**config.mk**
```make
export PLATFORM = sky130hd
export DESIGN_NAME = frame_rx
export DESIGN_NICKNAME = d
export VERILOG_FILES = /design/src/rtl/frx_pkg.sv /design/src/rtl/frx_edge.sv /design/src/rtl/frx_shift.sv /design/src/rtl/frx_decode.sv /design/src/rtl/frame_rx.sv
export SDC_FILE = /design/constraint.sdc
export NUM_CORES = 2
export LEC_CHECK = 0
export ABC_CLOCK_PERIOD_IN_PS = 2300
export BUFFER_PORTS_ARGS = -buffer_cell sky130_fd_sc_hd__clkbuf_2
export CAP_MARGIN = 0
export CORE_AREA = 2 2 461 463
export DETAILED_ROUTE_END_ITERATION = 10
export DIE_AREA = 0 0 463 465
export HOLD_SLACK_MARGIN = 0.06
export PLACE_DENSITY = 0.52
export SLEW_MARGIN = 15
export SYNTH_ARGS = -nofsm -noshare
export SYNTH_HDL_FRONTEND = slang
export SYNTH_SLANG_ARGS = --single-unit
```
**constraint.sdc**
```tcl
create_clock -name clk -period 2.3 [get_ports clk]
set_input_delay 0.46 -clock clk [delete_from_list [all_inputs] [get_ports clk]]
set_output_delay 0.46 -clock clk [all_outputs]
set_load 0.05 [all_outputs]
```
**src/rtl/frx_pkg.sv**
```systemverilog
package frx_pkg;
  localparam logic [3:0] OPC_UPD_SYNC  = 4'h1;
  localparam logic [3:0] OPC_UPD_ASYNC = 4'h2;
  localparam logic [3:0] OPC_COR_LOAD  = 4'h3;
  localparam logic [3:0] OPC_COR_TGL   = 4'h7;

  typedef struct packed {
    logic upd_sync;
    logic upd_async;
    logic cor_load;
    logic cor_tgl;
  } strb_t;
endpackage

```
**src/rtl/frx_edge.sv**
```systemverilog
module frx_edge #(
  parameter int STAGES = 2
) (
  input  logic clk,
  input  logic srst,
  input  logic pin_i,
  output logic rise_o
);
  logic [STAGES:0] pipe;

  always_ff @(posedge clk) begin
    if (srst) pipe <= '0;
    else      pipe <= {pipe[STAGES-1:0], pin_i};
  end

  assign rise_o = pipe[STAGES-1] & ~pipe[STAGES];
endmodule

```
**src/rtl/frx_shift.sv**
```systemverilog
module frx_shift #(
  parameter int FRAME_W = 584
) (
  input  logic               clk,
  input  logic               srst,
  input  logic               shift_en,
  input  logic               load_en,
  input  logic               din,
  input  logic [FRAME_W-1:0] load_val,
  output logic [FRAME_W-1:0] sr_o
);
  logic [FRAME_W-1:0] sr;

  always_ff @(posedge clk) begin
    if (srst)          sr <= '0;
    else if (load_en)  sr <= load_val;
    else if (shift_en) sr <= {sr[FRAME_W-2:0], din};
  end

  assign sr_o = sr;

  AST_SHIFT_IN: assert property (@(posedge clk) disable iff (srst)
    (shift_en && !load_en) |=> (sr[0] == $past(din)) && (sr[FRAME_W-1] == $past(sr[FRAME_W-2])));
  AST_LOAD_STS: assert property (@(posedge clk) disable iff (srst)
    (load_en && !shift_en) |=> sr == $past(load_val));
  AST_COINCIDE: assert property (@(posedge clk) disable iff (srst)
    (load_en && shift_en) |=> sr == $past(load_val));
  AST_IDLE_HOLD: assert property (@(posedge clk) disable iff (srst)
    (!load_en && !shift_en) |=> $stable(sr));
endmodule

```
**src/rtl/frx_decode.sv**
```systemverilog
module frx_decode
  import frx_pkg::*;
#(
  parameter int CMD_W = 8
) (
  input  logic [CMD_W-1:0] cmd_i,
  output strb_t            strb_o
);
  logic [3:0] nib;
  assign nib = cmd_i[CMD_W-1 -: 4];

  always_comb begin
    strb_o = '0;
    case (nib)
      OPC_UPD_SYNC:  strb_o.upd_sync  = 1'b1;
      OPC_UPD_ASYNC: strb_o.upd_async = 1'b1;
      OPC_COR_LOAD:  strb_o.cor_load  = 1'b1;
      OPC_COR_TGL:   strb_o.cor_tgl   = 1'b1;
      default:       strb_o = '0;
    endcase
  end
endmodule

```
**src/rtl/frame_rx.sv**
```systemverilog
module frame_rx
  import frx_pkg::*;
#(
  parameter int NUM_CH      = 48,
  parameter int CH_W        = 12,
  parameter int CMD_W       = 8,
  parameter int SYNC_STAGES = 2,
  localparam int DATA_W     = NUM_CH * CH_W,
  localparam int FRAME_W    = DATA_W + CMD_W
) (
  input  logic               clk,
  input  logic               srst,
  input  logic               ser_clk,
  input  logic               ser_din,
  input  logic               frame_ld,
  input  logic [FRAME_W-1:0] status_in,
  output logic               ser_dout,
  output logic [DATA_W-1:0]  chan_data,
  output logic [CMD_W-1:0]   cmd_code,
  output logic               upd_sync,
  output logic               upd_async,
  output logic               cor_load,
  output logic               cor_tgl,
  output logic               corr_off
);
  logic sck_rise, ld_rise;
  logic [SYNC_STAGES-1:0] din_pipe;
  logic [FRAME_W-1:0] sr;
  strb_t dec, strb_q;
  logic [DATA_W-1:0] chan_q;
  logic [CMD_W-1:0]  cmd_q;
  logic corr_off_q;

  frx_edge #(.STAGES(SYNC_STAGES)) u_sck (
    .clk(clk), .srst(srst), .pin_i(ser_clk), .rise_o(sck_rise));
  frx_edge #(.STAGES(SYNC_STAGES)) u_ld (
    .clk(clk), .srst(srst), .pin_i(frame_ld), .rise_o(ld_rise));

  // data pin delayed to line up with the shift-clock edge detector
  always_ff @(posedge clk) begin
    if (srst) din_pipe <= '0;
    else      din_pipe <= {din_pipe[SYNC_STAGES-2:0], ser_din};
  end

  frx_shift #(.FRAME_W(FRAME_W)) u_shift (
    .clk(clk), .srst(srst), .shift_en(sck_rise), .load_en(ld_rise),
    .din(din_pipe[SYNC_STAGES-1]), .load_val(status_in), .sr_o(sr));

  frx_decode #(.CMD_W(CMD_W)) u_dec (.cmd_i(sr[CMD_W-1:0]), .strb_o(dec));

  always_ff @(posedge clk) begin
    if (srst) begin
      chan_q     <= '0;
      cmd_q      <= '0;
      strb_q     <= '0;
      corr_off_q <= 1'b0;
    end else begin
      strb_q <= '0;
      if (ld_rise) begin
        chan_q <= sr[FRAME_W-1:CMD_W];
        cmd_q  <= sr[CMD_W-1:0];
        strb_q <= dec;
        if (dec.cor_tgl) corr_off_q <= ~corr_off_q;
      end
    end
  end

  assign ser_dout  = sr[FRAME_W-1];
  assign chan_data = chan_q;
  assign cmd_code  = cmd_q;
  assign upd_sync  = strb_q.upd_sync;
  assign upd_async = strb_q.upd_async;
  assign cor_load  = strb_q.cor_load;
  assign cor_tgl   = strb_q.cor_tgl;
  assign corr_off  = corr_off_q;

  logic [3:0] strb_vec;
  assign strb_vec = {upd_sync, upd_async, cor_load, cor_tgl};

  AST_ONE_OP: assert property (@(posedge clk) disable iff (srst)
    $onehot0(strb_vec));
  AST_PULSE_ONE: assert property (@(posedge clk) disable iff (srst)
    (|strb_vec) |=> !(|strb_vec));
  AST_TGL_FLIP: assert property (@(posedge clk) disable iff (srst)
    cor_tgl |-> (corr_off != $past(corr_off)));
  AST_TGL_KEEP: assert property (@(posedge clk) disable iff (srst)
    !cor_tgl |-> $stable(corr_off));
  AST_OUT_HOLD: assert property (@(posedge clk) disable iff (srst)
    !ld_rise |=> $stable(cmd_code) && $stable(chan_data) && !(|strb_vec));
endmodule

```
# --- Yosys cells after proc, flatten, opt, wreduce, memory -nomap -nowiden ---
# Index checks and enable logic that the tools add are counted.
# Widths: inputs -> output; s select.
word_totals:
  ramBits: 0
  output_inout_bits: 590
  mem_count: 0
  latch_bits: 0
  romBits: 0
  register_bits: 1181
  input_bits: 589
op_classes:
  n_eq_ne: 4
  bitwise: 6
  reduce_logical: 3
  muxes: 6
  add_sub_neg: 0
  n_shift: 0
  mul: 0
  div: 0
  magnitude_cmp: 0
op_table:
  columns: ["operator", "n"]
  rows:
  - ["$mux 584", 2]
  - ["$eq 4x2->1 const B", 2]
  - ["$eq 4x1->1 const B", 1]
  - ["$eq 4x3->1 const B", 1]
  - ["$mux 1", 4]
  - ["$not 1->1", 4]
  - ["$and 1x1->1", 2]
  - ["$reduce_and 2->1", 1]
  - ["$reduce_bool 2->1", 1]
  - ["$reduce_or 2->1", 1]

# --- Depth between registers and ports, before layout ---
depth:
  depth_word: 4
  depth_mapped: 7
  mapped_depth_nobuf: 3

# --- Cells and area by module ---
# A second synthesis with hierarchy kept.
hier_totals:
  cells_unflattened: 4513
  area_unflattened_um2: 51023.9
modules_own_cells:
  columns: ["module", "cells_each", "seq_area_each_um2", "n_inst", "area_each_um2"]
  rows:
  - ["frx_shift", 2596, 11691.2, 1, 30162.7]
  - ["frame_rx", 1899, 11831.3, 1, 20644.8]
  - ["frx_edge", 7, 60.1, 2, 87.6]
  - ["frx_decode", 4, 0.0, 1, 41.3]

# --- Worst setup path before layout ---
# No wires, ideal clock.
synth_path:
  path_kind: "input -> register"
  startpoint: "input port srst"
  endpoint: "register chan_q[265] (netlist: chan_data[265])"
  arrival_time_ps: 1389
  setup_ps: 132
  stages: 5
  slack_ps: 779
  path_cell_list: "buf_2 -> buf_2 -> clkbuf_1 -> clkbuf_1 -> a21oi_1"
synth_rtl:
  columns: ["element", "line_no", "text"]
  rows:
  - ["start: declaration", "frame_rx.sv:12", "input logic srst,"]
  - ["end signal: assignment", "frame_rx.sv:60", "chan_q <= sr[FRAME_W-1:CMD_W];"]
  - ["end: declaration", "frame_rx.sv:30", "logic [DATA_W-1:0] chan_q;"]
# No word-level cell between the ends.

# --- Worst setup path after layout ---
layout_path:
  startpoint: "register u_ld.pipe[1]"
  endpoint: "register strb_q, in the netlist upd_sync"
layout_between:
  elab_chain_len: 3
layout_rtl:
  columns: ["element", "line_no", "text"]
  rows:
  - ["start: declaration", "frx_edge.sv:9", "logic [STAGES:0] pipe;"]
  - ["start signal: assignment", "frx_edge.sv:13", "else pipe <= {pipe[STAGES-1:0], pin_i};"]
  - ["$and 1x1->1", "frx_edge.sv:16", "assign rise_o = pipe[STAGES-1] & ~pipe[STAGES];"]
  - ["$not 1->1 (no line)", null, null]
  - ["$reduce_or 2->1 (no line)", null, null]
  - ["end signal: assignment", "frame_rx.sv:55", "strb_q <= '0;"]
  - ["end signal: assignment", "frame_rx.sv:58", "strb_q <= '0;"]
  - ["end signal: assignment", "frame_rx.sv:62", "strb_q <= dec;"]
  - ["end: declaration", "frame_rx.sv:29", "strb_t dec, strb_q;"]
# No other way between the ends.
# A chain may end at the register's enable or synchronous reset.

==> impl_metrics.csv <==
group,metric,value,unit
finish,layout-drive-gt1-share,29.2,%
clocking,cts_buffer_depth,3,
routing,firstDrtPassIters,5,
logic_synthesis,synth-main-ff-cell,"dfxtp_1",
sta,slew_violations,0,
hold_path,hp-start,"status_in[89]",
global_route,grt_usage,18.4,%
global_route,grt_start_max_net_pins,121,
worst_setup_path,crit_path_cell_trace,"nor2b_4, buf_12, buf_4, nand3b_1, nor4_1, buf_4",
routing,detail_route.iter0.violations,4060,
worst_setup_path,cp-end-kind,"flop",
sta,final.setup_skew,46.7,ps
sta,setup_viol,0,
sta,slew_headroom,61.4,%
logic_synthesis,async_reset_ff_share,0,%
worst_setup_path,cp_top_family,"simple AND/OR/NAND/NOR gates",
logic_synthesis,syn_area,0.0500,mm2
worst_setup_path,r2r_end,"upd_sync",
worst_setup_path,arrival,2830,ps
worst_setup_path,r2r-start,"u_ld.pipe[1]",
clocking,tritoncts,"built",
clocking,h-tree-depth,4,
worst_setup_path,cp.depth,6,
global_route,antenna_found_initial,49,
routing,wl,208,mm
logic_synthesis,synth_top_cell_by_area,"dfxtp_1",
worst_setup_path,r2r_setup_slack,200,ps
logic_synthesis,synth_top_cell_area_share,47.3,%
worst_setup_path,worstPathRequired,3040,ps
placement,place_ws,185,ps
floorplan,dieArea,0.215,mm2
status,run_status,"completed",
power,irDropWorstVdd,0.764,mV
worst_setup_path,start_kind,"flop",
sta,finalHoldViolCount,0,
floorplan,core,0.211,mm2
logic_synthesis,synth_warnings,0,
clocking,clk_latency,810,ps
floorplan,row_count,169,
worst_setup_path,path_buf_inv,3,
routing,via_per_inst,4.78,
logic_synthesis,synth-edff-count,0,
logic_synthesis,synth-seq-cells,1181,
global_route,gr-total-overflow,0,
sta,period_minus_slack,2100,ps
worst_setup_path,crit_slowest_cell,"dfxtp_1",
sta,max_freq,0.477,GHz
floorplan,die_w,463,um
logic_synthesis,yosysUniqueCellTypes,22,
logic_synthesis,synth.most_common_cell,"nand2_1",
finish,layout.nets,8011,
worst_setup_path,crit_path_max_incr_delay,390,ps
hold_path,hold_class,"in2reg",
floorplan,start_util,23.7,%
logic_synthesis,synthTopCellsByCount,"2,335 x nand2_1, 1,181 x dfxtp_1, 585 x a21oi_1, 583 x nor3_1, 570 x a311oi_2",
clocking,cts_setup_buffers,0,
finish,syn_to_final_growth,39.9,%
sta,setup_tns,0,ps
worst_setup_path,crit_path_end,"upd_sync",
routing,drc,0,
power,static-leakage-power,0.0250,uW
floorplan,dieHeight,465,um
sta,worst_slack,203,ps
logic_synthesis,avgSynthCellArea,8.51,um2
finish,fin_cells,10400,
hold_path,hold_depth,3,
logic_synthesis,syn_nets,6466,
placement,place_inst,9515,
logic_synthesis,postSynthCellCount,5877,
finish,nFillCells,22000,
global_route,grt_pass1_vias,48000,
placement,gp_congestion,0.896,
placement,hpwl,150,mm
sta,rsz0062_at_grt,"false",
sta,tightest_slew,579,ps
clocking,clk_root_buffer_cell,"clkbuf_16",
clocking,cts.clk_slew.worst_paths,70,ps
sta,fin_crit_sh,91.2,%
routing,routed-via-count,49600,
placement,portBuffers,1178,
worst_setup_path,cpMostUsedCell,"buf_4",
flow_run,maxCapViolations,0,
power,power_density,746,mW/mm2
clocking,clock_sinks,1181,
floorplan,ios,1179,
worst_setup_path,reg2reg_depth,6,
worst_setup_path,critPathMaxFanout,39,
routing,postRouteAntennaNets,0,
worst_setup_path,critical_path_class,"reg2reg",
finish,utilization,33.2,%
clocking,cts_buffers,139,
logic_synthesis,seq_area_frac_synth,47.3,%
routing,wire_per_inst,20.1,um
global_route,grt_pass1_wl,308,mm
worst_setup_path,crit_start,"u_ld.pipe[1]",
logic_synthesis,synth_area_leaders,"dfxtp_1 47%, nand2_1 18%, a311oi_2 17%",
==> metal layers <==
metal / GRT usage, % / vias up / wire, um
li1: - / 23500 / -
met3: 4.35 / 423 / 14500
met5: 0 / - / 236
met4: 8.13 / 40 / 9630
met2: 29.0 / 1806 / 93700
met1: 23.8 / 23900 / 90300
==> cell families (layout without fill, tap and decap cells) <==
| logic type | Yosys count | count (layout) | synth area share, % |
|---|---|---|---|
| other cells | 0 | 30 | 0 |
| buf+inv | 586 | 2242 | 5.90 |
| simple gates | 2939 | 2939 | 23.6 |
| flops | 1181 | 1181 | 47.3 |
| compound gates | 1170 | 1170 | 23.2 |
| mux | 1 | 1 | 0.0200 |
==> cell type report <==
class	count	area [um2]	area share (%)
repair buffers	1990	14600	20.9
clock buffers	205	4100	5.86
clock inverters	47	541	0.772
flip-flops and latches	1181	23600	33.8
diodes	30	75.1	0.107
well taps	2821	3530	5.04
multi-input cells	4110	23500	33.5
==> worst reg2reg max path, stage by stage, from the launching register on <==
cell and delay (ps):
dfxtp_1 390, nor2b_4 390, buf_12 220, buf_4 380
nand3b_1 160, nor4_1 280, buf_4 200
==> metrics by stage <==
stage	hold WS, ps	instance area (um2)	total power [uW]
CTS	73.2	69900	52800
global placement	417	59400	29000
detailed placement	434	59400	29100
floorplan	414	50000	26800
global route	96.0	69900	54200
finish	148	70000	52200
==> state kept, by name (all words and copies together), names as in the netlist <==
signal	cells
chan_data	576
cmd_code	8
cor_load	1
cor_tgl	1
corr_off	1
din_pipe	2
u_ld.pipe	3
u_sck.pipe	3
u_shift.sr_o	584
upd_async	1
upd_sync	1
==> repair_timing <==
action / CTS / global route
hold buffers: 587 / 0
resized for setup: 0 / 0
hold endpoints to repair: 587 / 0
==> worst min-delay path by stage <==
stage / end / slack (ps)
global route: u_shift.sr_o[89] / 100
floorplan: din_pipe[1] / 410
detailed placement: u_ld.pipe[1] / 430
global placement: din_pipe[1] / 420
finish: u_shift.sr_o[89] / 150
CTS: u_shift.sr_o[89] / 70
==> where the power goes <==
group / total (uW) / switching (uW) / internal, uW
sequential: 22400 / 937 / 21400
clock: 22700 / 9550 / 13100
combinational: 7130 / 4170 / 2960
total: 52200 / 14700 / 37500
==> layout by cell type, fill, tap and decap left out, drive strengths merged <==
master	n
a211oi	1
a21oi	585
a311oi	583
buf	226
bufinv	6
clkbuf	1382
clkinv	33
clkinvlp	2
dfxtp	1181
diode	30
dlygate4sd3	587
inv	6
mux2i	1
nand2	2335
nand2b	1
nand3	1
nand3b	1
nor2	3
nor2b	10
nor3	583
nor4	3
o31ai	1
or2	1
or4	1
Power figures use the tool's default switching activity.
